===== config.mk =====
export PLATFORM = sky130hd
export DESIGN_NAME = cfgrst_unit
export DESIGN_NICKNAME = d
export VERILOG_FILES = /design/src/rtl/cfgrst_pkg.sv /design/src/rtl/cfgrst_frame.sv /design/src/rtl/cfgrst_arm.sv /design/src/rtl/cfgrst_regs.sv /design/src/rtl/cfgrst_unit.sv
export SDC_FILE = /design/constraint.sdc
export NUM_CORES = 1
export LEC_CHECK = 0
export ABC_AREA = 1
export CORE_AREA = 2 2 93 95
export CTS_BUF_LIST = sky130_fd_sc_hd__clkbuf_4
export DETAILED_ROUTE_END_ITERATION = 16
export DIE_AREA = 0 0 95 97
export DONT_BUFFER_PORTS = 1
export PLACE_DENSITY = 0.48
export SLEW_MARGIN = 10
export SYNTH_ARGS = -nofsm -noshare
export SYNTH_HDL_FRONTEND = slang
export SYNTH_SLANG_ARGS = --single-unit
export TNS_END_PERCENT = 20

===== constraint.sdc =====
create_clock -name clk -period 1.9 [get_ports clk]
set_clock_uncertainty 0.2 [all_clocks]
set_input_delay 0.38 -clock clk [delete_from_list [all_inputs] [get_ports clk]]
set_output_delay 0.38 -clock clk [all_outputs]
set_load 0.01 [all_outputs]

===== src/rtl/cfgrst_pkg.sv =====
package cfgrst_pkg;
    localparam int BYTE_W = 8;
    localparam int NV_W   = 16;

    localparam logic [BYTE_W-1:0] OP_RST_ARM = 8'h66;
    localparam logic [BYTE_W-1:0] OP_RST_GO  = 8'h99;
    localparam logic [BYTE_W-1:0] OP_NV_WR   = 8'hB1;
    localparam logic [BYTE_W-1:0] OP_NV_RD   = 8'hB5;
    localparam logic [BYTE_W-1:0] OP_VOL_WR  = 8'h81;
    localparam logic [BYTE_W-1:0] OP_VOL_RD  = 8'h85;
    localparam logic [BYTE_W-1:0] OP_ENH_WR  = 8'h61;
    localparam logic [BYTE_W-1:0] OP_ENH_RD  = 8'h65;

    localparam logic [BYTE_W-1:0] DERIVE_MFR = 8'h20;

    typedef enum logic [3:0] {
        ST_OPC,
        ST_NV_LO,
        ST_NV_HI,
        ST_V_WR,
        ST_EV_WR,
        ST_RD_NV_LO,
        ST_RD_NV_HI,
        ST_RD_V,
        ST_RD_EV,
        ST_SKIP
    } frame_st_t;

    // Volatile word rebuilt from the nonvolatile word.
    function automatic logic [BYTE_W-1:0] vol_from_nv(input logic [NV_W-1:0] nv);
        logic [BYTE_W-1:0] r;
        r      = 8'h03;
        r[3]   = ~&nv[11:9];
        r[7:4] = nv[15:12];
        return r;
    endfunction

    // Enhanced word rebuilt from the nonvolatile word.
    function automatic logic [BYTE_W-1:0] enh_from_nv(input logic [NV_W-1:0] nv);
        logic [BYTE_W-1:0] r;
        r    = 8'h1F;
        r[6] = nv[2];
        r[7] = nv[3];
        return r;
    endfunction
endpackage


===== src/rtl/cfgrst_frame.sv =====
module cfgrst_frame
    import cfgrst_pkg::*;
(
    input  logic              clk,
    input  logic              rst_n,
    input  logic              cs_n,
    input  logic              byte_valid,
    input  logic [BYTE_W-1:0] byte_in,
    input  logic              wr_enable,
    output logic              opc_stb,
    output logic [BYTE_W-1:0] opc_code,
    output logic              nv_we,
    output logic [NV_W-1:0]   nv_wdata,
    output logic              vol_we,
    output logic              enh_we,
    output logic [BYTE_W-1:0] cfg_wdata,
    output frame_st_t         st_out
);
    frame_st_t st_q, st_d;
    logic [BYTE_W-1:0] lo_q;
    logic take;

    assign take = byte_valid && !cs_n;

    // State register.
    always_ff @(posedge clk or negedge rst_n) begin
        if (!rst_n) st_q <= ST_OPC;
        else        st_q <= st_d;
    end

    // Low byte holder for the two-byte nonvolatile write.
    always_ff @(posedge clk or negedge rst_n) begin
        if (!rst_n)                      lo_q <= '0;
        else if (take && st_q == ST_NV_LO) lo_q <= byte_in;
    end

    // Next-state logic.
    always_comb begin
        st_d = st_q;
        if (cs_n) begin
            st_d = ST_OPC;
        end else if (byte_valid) begin
            unique case (st_q)
                ST_OPC: begin
                    case (byte_in)
                        OP_NV_WR:  st_d = wr_enable ? ST_NV_LO : ST_SKIP;
                        OP_VOL_WR: st_d = wr_enable ? ST_V_WR  : ST_SKIP;
                        OP_ENH_WR: st_d = wr_enable ? ST_EV_WR : ST_SKIP;
                        OP_NV_RD:  st_d = ST_RD_NV_LO;
                        OP_VOL_RD: st_d = ST_RD_V;
                        OP_ENH_RD: st_d = ST_RD_EV;
                        default:   st_d = ST_SKIP;
                    endcase
                end
                ST_NV_LO:    st_d = ST_NV_HI;
                ST_NV_HI:    st_d = ST_SKIP;
                ST_V_WR:     st_d = ST_SKIP;
                ST_EV_WR:    st_d = ST_SKIP;
                ST_RD_NV_LO: st_d = ST_RD_NV_HI;
                ST_RD_NV_HI: st_d = ST_SKIP;
                ST_RD_V:     st_d = ST_SKIP;
                ST_RD_EV:    st_d = ST_SKIP;
                ST_SKIP:     st_d = ST_SKIP;
                default:     st_d = ST_SKIP;
            endcase
        end
    end

    // Output strobes.
    always_comb begin
        opc_stb   = take && (st_q == ST_OPC);
        opc_code  = byte_in;
        nv_we     = take && (st_q == ST_NV_HI);
        nv_wdata  = {byte_in, lo_q};
        vol_we    = take && (st_q == ST_V_WR);
        enh_we    = take && (st_q == ST_EV_WR);
        cfg_wdata = byte_in;
        st_out    = st_q;
    end

    // a raised select always returns the machine to the opcode slot.
    p_cs_idle_r10: assert property (@(posedge clk) disable iff (!rst_n)
        cs_n |=> st_q == ST_OPC);

    // a write state is reachable only with write-enable high at the opcode.
    p_wen_gate_r7: assert property (@(posedge clk) disable iff (!rst_n)
        (opc_stb && !wr_enable) |=> !(st_q inside {ST_NV_LO, ST_V_WR, ST_EV_WR}));
endmodule


===== src/rtl/cfgrst_arm.sv =====
module cfgrst_arm
    import cfgrst_pkg::*;
(
    input  logic              clk,
    input  logic              rst_n,
    input  logic              opc_stb,
    input  logic [BYTE_W-1:0] opc_code,
    output logic              do_soft,
    output logic              seq_clear
);
    logic armed_q;
    logic clr_q;

    assign do_soft   = opc_stb && (opc_code == OP_RST_GO) && armed_q;
    assign seq_clear = clr_q;

    always_ff @(posedge clk or negedge rst_n) begin
        if (!rst_n) begin
            armed_q <= 1'b0;
            clr_q   <= 1'b0;
        end else begin
            if (opc_stb) armed_q <= (opc_code == OP_RST_ARM);
            clr_q <= do_soft;
        end
    end

    // the clear strobe only follows an armed state.
    p_go_needs_arm_r1: assert property (@(posedge clk) disable iff (!rst_n)
        clr_q |-> $past(armed_q));

    // any opcode other than the arming one disarms.
    p_disarm_r1: assert property (@(posedge clk) disable iff (!rst_n)
        (opc_stb && opc_code != OP_RST_ARM) |=> !armed_q);

    // the clear strobe lasts a single cycle.
    p_clear_single_r2: assert property (@(posedge clk) disable iff (!rst_n)
        clr_q |=> !clr_q);
endmodule


===== src/rtl/cfgrst_regs.sv =====
module cfgrst_regs
    import cfgrst_pkg::*;
#(
    parameter logic [BYTE_W-1:0] MFR_ID     = 8'h20,
    parameter logic [NV_W-1:0]   NV_DEFAULT = 16'h8FFF
) (
    input  logic              clk,
    input  logic              rst_n,
    input  logic              do_soft,
    input  logic              nv_we,
    input  logic [NV_W-1:0]   nv_wdata,
    input  logic              vol_we,
    input  logic              enh_we,
    input  logic [BYTE_W-1:0] cfg_wdata,
    output logic [NV_W-1:0]   nv_q,
    output logic [BYTE_W-1:0] vol_q,
    output logic [BYTE_W-1:0] enh_q,
    output logic              four_byte_dflt,
    output logic [BYTE_W-1:0] ext_addr_dflt
);
    localparam bit DERIVE = (MFR_ID == DERIVE_MFR);

    logic [BYTE_W-1:0] vol_soft, enh_soft, vol_por, enh_por;

    generate
        if (DERIVE) begin : g_derive
            localparam logic [BYTE_W-1:0] VOL_POR = vol_from_nv(NV_DEFAULT);
            localparam logic [BYTE_W-1:0] ENH_POR = enh_from_nv(NV_DEFAULT);
            assign vol_soft       = vol_from_nv(nv_q);
            assign enh_soft       = enh_from_nv(nv_q);
            assign vol_por        = VOL_POR;
            assign enh_por        = ENH_POR;
            assign four_byte_dflt = ~nv_q[0];
            assign ext_addr_dflt  = nv_q[1] ? 8'h00 : 8'h03;

            // fixed low bits and copied dummy field after a soft reset.
            p_vol_rebuild_r3: assert property (@(posedge clk) disable iff (!rst_n)
                do_soft |=> (vol_q[1:0] == 2'b11) && (vol_q[7:4] == $past(nv_q[15:12])));

            // fixed low field and the two mode bits after a soft reset.
            p_enh_rebuild_r4: assert property (@(posedge clk) disable iff (!rst_n)
                do_soft |=> (enh_q[4:0] == 5'h1F) && (enh_q[7:6] == $past(nv_q[3:2])));
        end else begin : g_plain
            assign vol_soft       = vol_q;
            assign enh_soft       = enh_q;
            assign vol_por        = '0;
            assign enh_por        = '0;
            assign four_byte_dflt = 1'b0;
            assign ext_addr_dflt  = '0;

            // a soft reset keeps both volatile words.
            p_keep_vol_r8: assert property (@(posedge clk) disable iff (!rst_n)
                (do_soft && !vol_we && !enh_we) |=> $stable(vol_q) && $stable(enh_q));
        end
    endgenerate

    always_ff @(posedge clk or negedge rst_n) begin
        if (!rst_n) begin
            nv_q  <= NV_DEFAULT;
            vol_q <= vol_por;
            enh_q <= enh_por;
        end else begin
            if (nv_we) nv_q <= nv_wdata;
            if (do_soft) begin
                vol_q <= vol_soft;
                enh_q <= enh_soft;
            end else begin
                if (vol_we) vol_q <= cfg_wdata;
                if (enh_we) enh_q <= cfg_wdata;
            end
        end
    end

    // the nonvolatile word moves only on its own write strobe.
    p_nv_hold_r6: assert property (@(posedge clk) disable iff (!rst_n)
        !nv_we |=> $stable(nv_q));
endmodule


===== src/rtl/cfgrst_unit.sv =====
module cfgrst_unit
    import cfgrst_pkg::*;
#(
    parameter logic [7:0]  MFR_ID     = 8'h20,
    parameter logic [15:0] NV_DEFAULT = 16'h8FFF
) (
    input  logic        clk,
    input  logic        rst_n,
    input  logic        cs_n,
    input  logic        byte_valid,
    input  logic [7:0]  byte_in,
    input  logic        wr_enable,
    output logic [7:0]  rd_byte,
    output logic        seq_clear,
    output logic        four_byte_dflt,
    output logic [7:0]  ext_addr_dflt,
    output logic [3:0]  dummy_cnt,
    output logic [15:0] cfg_nv,
    output logic [7:0]  cfg_vol,
    output logic [7:0]  cfg_enh
);
    logic              opc_stb, nv_we, vol_we, enh_we, do_soft;
    logic [BYTE_W-1:0] opc_code, cfg_wdata;
    logic [NV_W-1:0]   nv_wdata;
    frame_st_t         st;

    cfgrst_frame u_frame (
        .clk        (clk),
        .rst_n      (rst_n),
        .cs_n       (cs_n),
        .byte_valid (byte_valid),
        .byte_in    (byte_in),
        .wr_enable  (wr_enable),
        .opc_stb    (opc_stb),
        .opc_code   (opc_code),
        .nv_we      (nv_we),
        .nv_wdata   (nv_wdata),
        .vol_we     (vol_we),
        .enh_we     (enh_we),
        .cfg_wdata  (cfg_wdata),
        .st_out     (st)
    );

    cfgrst_arm u_arm (
        .clk       (clk),
        .rst_n     (rst_n),
        .opc_stb   (opc_stb),
        .opc_code  (opc_code),
        .do_soft   (do_soft),
        .seq_clear (seq_clear)
    );

    cfgrst_regs #(
        .MFR_ID     (MFR_ID),
        .NV_DEFAULT (NV_DEFAULT)
    ) u_regs (
        .clk            (clk),
        .rst_n          (rst_n),
        .do_soft        (do_soft),
        .nv_we          (nv_we),
        .nv_wdata       (nv_wdata),
        .vol_we         (vol_we),
        .enh_we         (enh_we),
        .cfg_wdata      (cfg_wdata),
        .nv_q           (cfg_nv),
        .vol_q          (cfg_vol),
        .enh_q          (cfg_enh),
        .four_byte_dflt (four_byte_dflt),
        .ext_addr_dflt  (ext_addr_dflt)
    );

    assign dummy_cnt = cfg_vol[7:4];

    // Read byte for the current slot.
    always_comb begin
        unique case (st)
            ST_RD_NV_LO: rd_byte = cfg_nv[7:0];
            ST_RD_NV_HI: rd_byte = cfg_nv[15:8];
            ST_RD_V:     rd_byte = cfg_vol;
            ST_RD_EV:    rd_byte = cfg_enh;
            default:     rd_byte = 8'h00;
        endcase
    end

    // outside a read state the returned byte is zero.
    p_rd_quiet_r10: assert property (@(posedge clk) disable iff (!rst_n)
        $past(cs_n) |-> rd_byte == 8'h00);
endmodule


==> results of run 1 <==
[metal layers]
| layer | part of all wire [%] | wire length [um] | vias to the layer above |
|---|---|---|---|
| met5 | 0 | 0 | - |
| met4 | 1.0 | 73 | 0 |
| met3 | 8.6 | 621 | 6 |
| met2 | 48 | 3461 | 70 |
| met1 | 42 | 3041 | 979 |
| li1 | - | - | 1019 |
[stage by stage]
| stage | total power, W | std cells | hold slack, ns |
|---|---|---|---|
| final | 0.002458 | 430 | 0.01200 |
| after global placement | 0.001811 | 413 | -0.1142 |
| after detailed placement | 0.001819 | 413 | -0.1141 |
| after floorplan | 0.001684 | 305 | -0.1156 |
| after CTS | 0.002483 | 430 | 0.001762 |
| after global routing | 0.002627 | 430 | 0.001301 |
[cell families after synthesis]
group | Yosys count | synth area share (%)
muxes | 6 | 2.811
buffers and inverters | 46 | 9.162
and+or+nand+nor | 160 | 29.31
AOI/OAI and AO/OA | 41 | 9.474
other | 1 | 0.1560
DFF | 46 | 49.09
[power by group through the flow]
stage          logic [W]  clock network, W  registers [W]
6_report        0.000409          0.000606        0.00144
5_1_grt         0.000470          0.000680        0.00148
4_1_cts         0.000411          0.000624        0.00145
3_5_place_dp    0.000353                 0        0.00147
3_3_place_gp    0.000345                 0        0.00147
2_1_floorplan   0.000292                 0        0.00139
[layout make-up]
cell class	instances	area, sq um
Timing Repair Buffer	28	276.5
Inverter	30	112.6
Sequential cell	46	1182
Tap cell	105	131.4
Fill cell	852	5271
Multi-Input combinational cell	213	1081
Clock inverter	2	33.78
Clock buffer	6	45.04
[worst paths after layout]
path                       cells after the start               from               to
max                                            7  u_frame.st_out[1]       rd_byte[2]
min                                            2         byte_in[4]  u_regs.vol_q[4]
max reg2reg                                    7  u_frame.st_out[3]  u_regs.vol_q[5]
min reg2reg                                    1    u_frame.lo_q[3]   u_regs.nv_q[3]
max in group asynchronous                      2              rst_n  u_regs.enh_q[0]
min in group asynchronous                      2              rst_n  u_frame.lo_q[5]
[state kept, by name (all words and copies together), names as in the netlist]
| signal | count |
|---|---|
| u_regs.vol_q | 8 |
| u_arm.armed_q | 1 |
| u_arm.seq_clear | 1 |
| u_regs.enh_q | 8 |
| u_frame.st_out | 4 |
| u_frame.lo_q | 8 |
| u_regs.nv_q | 16 |
[placed cells by master, fill, tap and decap left out]
cell type,synthesis,layout
o22ai_1,3,2
o21ai_0,13,13
nor2_1,28,26
inv_1,25,24
a21oi_1,8,8
dlygate4sd3_1,0,7
dfstp_2,23,23
nor3_4,0,1
nor2_4,0,2
nor3_2,3,2
a21boi_0,1,1
o211ai_1,2,2
clkinv_1,0,1
inv_2,5,6
bufinv_16,0,1
o21ai_1,11,11
buf_6,0,1
o22ai_2,0,1
o2111ai_2,0,3
buf_12,0,2
nor2_2,4,4
clkbuf_4,0,6
nor3_1,6,6
buf_16,0,1
mux2_1,6,6
dfrtp_2,0,2
nand2_1,78,73
nand3_2,1,1
nand2_2,4,9
nand3_1,31,31
nand4_1,5,5
buf_4,11,17
conb_1,1,6
dfrtp_1,23,21
[repair_timing]
action | in CTS | in global routing
gates cloned | 0 | 0
setup buffers | 1 | 0
endpoints found under the setup margin | 8 | 11
hold buffers | 8 | 0
pin swaps | 0 | 0
gates resized for setup | 8 | 10
hold endpoints to repair | 54 | 0
[worst max-delay path, delay by kind of cell (launching register included)]
| family | cells | cell delay, ns |
|---|---|---|
| buf+inv | 3 | 0.38 |
| compound gates | 1 | 0.06 |
| simple gates | 3 | 0.32 |
| flops | 1 | 0.47 |
==> reports/metrics.yaml, run 1 <==
post-synth-top-count-cell: "nand2_1"
regToRegSetupSlack_ns: 0.13
postRouteAntennaNets: 0
violations: "setup timing"
synth.avg_cell_area_sq_um: 8.012
clk_latency_ns: 0.36
vias_per_cell: 4.823
grt_pass1_wl_mm: 11.66
gp_congestion: 0.8211
yosys.area.top_type: "dfstp_2"
switching_share_pct: 32.28
cpMaxStageDelayCell: "dfrtp_2"
die_y_um: 97
start_util_pct: 29.55
grt_use_total_pct: 16.61
syn-cell-area_sq_um: 2404
die-area_sq_um: 9215
p_int_w: 0.001665
dieWidth_um: 95
overflow: 0
wl_mm: 7.198
cts.sinks: 46
root_buffer: "clkbuf_4"
grt_max_degree: 47
rows: 33
cts_buffers: 5
post-route-drc-count: 0
worstSetupPathType: "reg2out"
hold_viol: 0
drt-pass1-iter-count: 4
layout-drive-gt1-share_pct: 25.23
synth_common_cells: "nand2_1 (78), nand3_1 (31), nor2_1 (28)"
final.min_clock_period_ns: 2.167
first_iter_violations: 105
antenna_cells: 0
numPortBuffers: 0
ys.flop_type: "dfstp_2"
crit_required_ns: 1.32
irDropWorstVdd_mv: 0.3659
slowest_delay_ns: 0.47
leakage_nw: 1.309
syn_to_final_growth_pct: 19.10
crit_path_end_kind: "output pin"
p_sw_w: 0.0007935
hpwl_mm: 5.539
max_freq_mhz: 461.5
top_usage_layer: "met2"
synth_area_leaders: "dfstp_2 (25%), dfrtp_1 (24%), nand2_1 (12%), nand3_1 (6.5%), nor2_1 (4.4%)"
drv_cap: 0
clk_path_buf_depth: 2
rsz0062_at_grt: "yes"
critPathMaxFanout: 4
antenna_found_initial: 0
p_seq_share_pct: 58.7
grt.met1_usage_pct: 22.22
use_met3_pct: 5.218
setup_tns_ns: -1.927
htree_levels: 2
power_density_nw_per_um2: 858.7
grt_use_met2_pct: 25.86
arrival_ns: 1.59
synth_cells: 300
crit_path_start_kind: "register"
synthArstFlopShare_pct: 100.0
clk_pin_slew_ns: 0.12
grt_pass1_vias: 2115
finalCritPeriodShare_pct: 114.0
yosysUniqueCellTypes: 24
boundaryPins: 67
placed_area_sq_um: 2601
place_ws_ns: 0.001411
fin_util_pct: 35.19
ys_seq_area_share_pct: 49.09
combPwrFrac_pct: 16.6
yosys.area.top_type_share_pct: 25.14
yosys_warnings: 0
drv_slew: 0
fin_ws_ns: -0.2668
synth_seq_cells: 46
wl_per_cell_um: 16.74
hold_class: "in2reg"
stdcell_area_sq_um: 2863
nets: 337
pwr-share-clk_pct: 24.6
cts_tree: "built"
coreArea_sq_um: 8134
finalSetupViolCount: 8
vias: 2074
synth_edf_count: 0
status: "finished, violations left"
cpMostUsedCell: "buf_4"
crit_chain: "nor2_2 > inv_2 > nor3_4 > buf_4 > nand2_1 > o2111ai_2 > buf_4"
Power figures use the tool's default switching activity.
==> run 2, diff against run 1 <==
==> constraint.sdc (replaced) <==
create_clock -name clk -period 1.9 [get_ports clk]
set_clock_uncertainty 0.2 [all_clocks]
set_input_delay 0.095 -clock clk [delete_from_list [all_inputs] [get_ports clk]]
set_output_delay 0.095 -clock clk [all_outputs]
set_load 0.01 [all_outputs]
==> run 2 against run 1 <==
Compared with the run above: first-iteration DRC count is 11% lower; critical endpoint is now rd_byte[3]; the run still ends with setup timing left; sequential power hardly changed; fmax is 10% higher; die area stayed put; critical path type unchanged.
==> reports/metrics.yaml, run 2 (synthesized netlist as in run 1, its figures left out) <==
placed_area_sq_um: 2544
crit_start: "u_frame.st_out[0]"
syn_to_final_growth_pct: 19.16
finalCritPeriodShare_pct: 103.4
timing.rr.start: "u_frame.st_out[2]"
gp_congestion: 0.8367
layout_commonest_cell: "nand2_1"
top_usage_layer: "met2"
largest_register: "u_regs.nv_q"
htree_levels: 2
reg2regPathDepth: 5
nets: 339
multi_input_area_sq_um: 1062
clk_latency_ns: 0.37
power_density_nw_per_um2: 818.7
grt_pass1_vias: 2139
boundaryPins: 67
finalSetupViolCount: 4
coreArea_sq_um: 8134
irDropWorstVdd_mv: 0.2391
violations: "setup timing"
regArea_sq_um: 1182
post-route-drc-count: 0
cts_tree: "built"
start_util_pct: 29.55
stdcell_area_sq_um: 2864
clk_path_buf_depth: 2
critPathMaxFanout: 4
crit_path_start_kind: "register"
cts_buffers: 5
grt.met1_usage_pct: 21.96
drv_cap: 0
max_freq_mhz: 509.0
holdWs_ns: 0.008177
reg2reg_to: "u_regs.nv_q[6]"
antenna_found_initial: 0
hold_viol: 0
arrival_ns: 1.67
rsz0062_at_grt: "yes"
fin_ws_ns: -0.06481
root_buffer: "clkbuf_4"
dp_cells: 407
crit_end: "rd_byte[3]"
final.min_clock_period_ns: 1.965
cts.sinks: 46
status: "finished, violations left"
clk_pin_slew_ns: 0.15
rows: 33
grt_use_met2_pct: 26.51
postRouteAntennaNets: 0
wl_mm: 7.485
dieWidth_um: 95
n_fill_cell: 856
fin_util_pct: 35.21
worstSetupPathType: "reg2out"
wl_per_cell_um: 17.33
vias_per_cell: 4.926
drt-pass1-iter-count: 4
die-area_sq_um: 9215
largest_reg_flops: 16
overflow: 0
hpwl_mm: 5.538
die_y_um: 97
crit_required_ns: 1.60
hold_class: "in2async"
layout_common_cells: "nand2_1 (75), nand3_1 (31), nor2_1 (27)"
vias: 2128
layout-drive-gt1-share_pct: 23.24
numPortBuffers: 0
antenna_cells: 0
fin_cells: 432
grt_max_degree: 47
use_met3_pct: 5.841
grt_pass1_wl_mm: 11.87
drv_slew: 0
crit_path_end_kind: "output pin"
regToRegSetupSlack_ns: 0.11
leakage_nw: 1.296
first_iter_violations: 93
grt_use_total_pct: 16.97
run 2: cell types whose count changed in the layout (fill, tap and decap cells not counted), sizes merged:
| cell | previous run | this run |
|---|---|---|
| buf | 21 | 17 |
| bufinv | 1 | 0 |
| clkinv | 1 | 2 |
| dlygate4sd3 | 7 | 13 |
run 2: metal layers:
metal,routed length [um],up-vias
met2,3397,85
li1,-,1020
met4,120,0
met5,0,-
met3,677,11
met1,3290,1012
run 2: layout make-up:
cell class                      count  share of cell area [%]
Clock inverter                      2                  0.4806
Timing Repair Buffer               30                   11.05
Tap cell                          105                   4.587
Clock buffer                        6                   1.573
Inverter                           30                   3.932
Sequential cell                    46                   41.28
Multi-Input combinational cell    213                   37.09
run 2: metrics by stage:
stage / setup slack [ns] / setup TNS, ns / total power [W]
after floorplan: 0.3541 / 0 / 0.001684
after global placement: 0.1289 / 0 / 0.001789
after detailed placement: 0.1220 / 0 / 0.001794
after CTS: -0.05917 / -0.1942 / 0.002369
after global routing: -0.1559 / -0.8263 / 0.002489
final: -0.06481 / -0.1549 / 0.002345
run 2: repair_timing:
action                                  4_1_cts  5_1_grt
endpoints found under the setup margin        4       18
gates cloned                                  0        1
hold endpoints to repair                     84        0
pin swaps                                     1        0
buffers inserted                              1        1
hold buffers                                 14        0
resized for setup                            13        8
run 2: worst min-delay path by stage:
| stage | start | endpoint | cells after the start |
|---|---|---|---|
| 2_1_floorplan | rst_n | u_arm.armed_q | 0 |
| 3_3_place_gp | rst_n | u_frame.lo_q[6] | 0 |
| 3_5_place_dp | rst_n | u_regs.nv_q[13] | 0 |
| 4_1_cts | cs_n | u_frame.st_out[2] | 5 |
| 5_1_grt | rst_n | u_regs.nv_q[13] | 2 |
| 6_report | rst_n | u_frame.lo_q[2] | 2 |
run 2: power breakdown:
group	switching [W]	leakage (nW)	internal (W)
Clock	0.000336	0.0356	0.000160
Sequential	0.000238	0.537	0.00121
Combinational	0.000246	0.723	0.000150
Total	0.000819	1.30	0.00153
run 2: worst max-delay path, stage by stage, from the launching register on:
cell and delay, ns:
dfrtp_2 0.46, nor2_2 0.15, inv_2 0.07, nor3_4 0.16, buf_4 0.16, nand2_1 0.07
o2111ai_2 0.08, buf_4 0.16
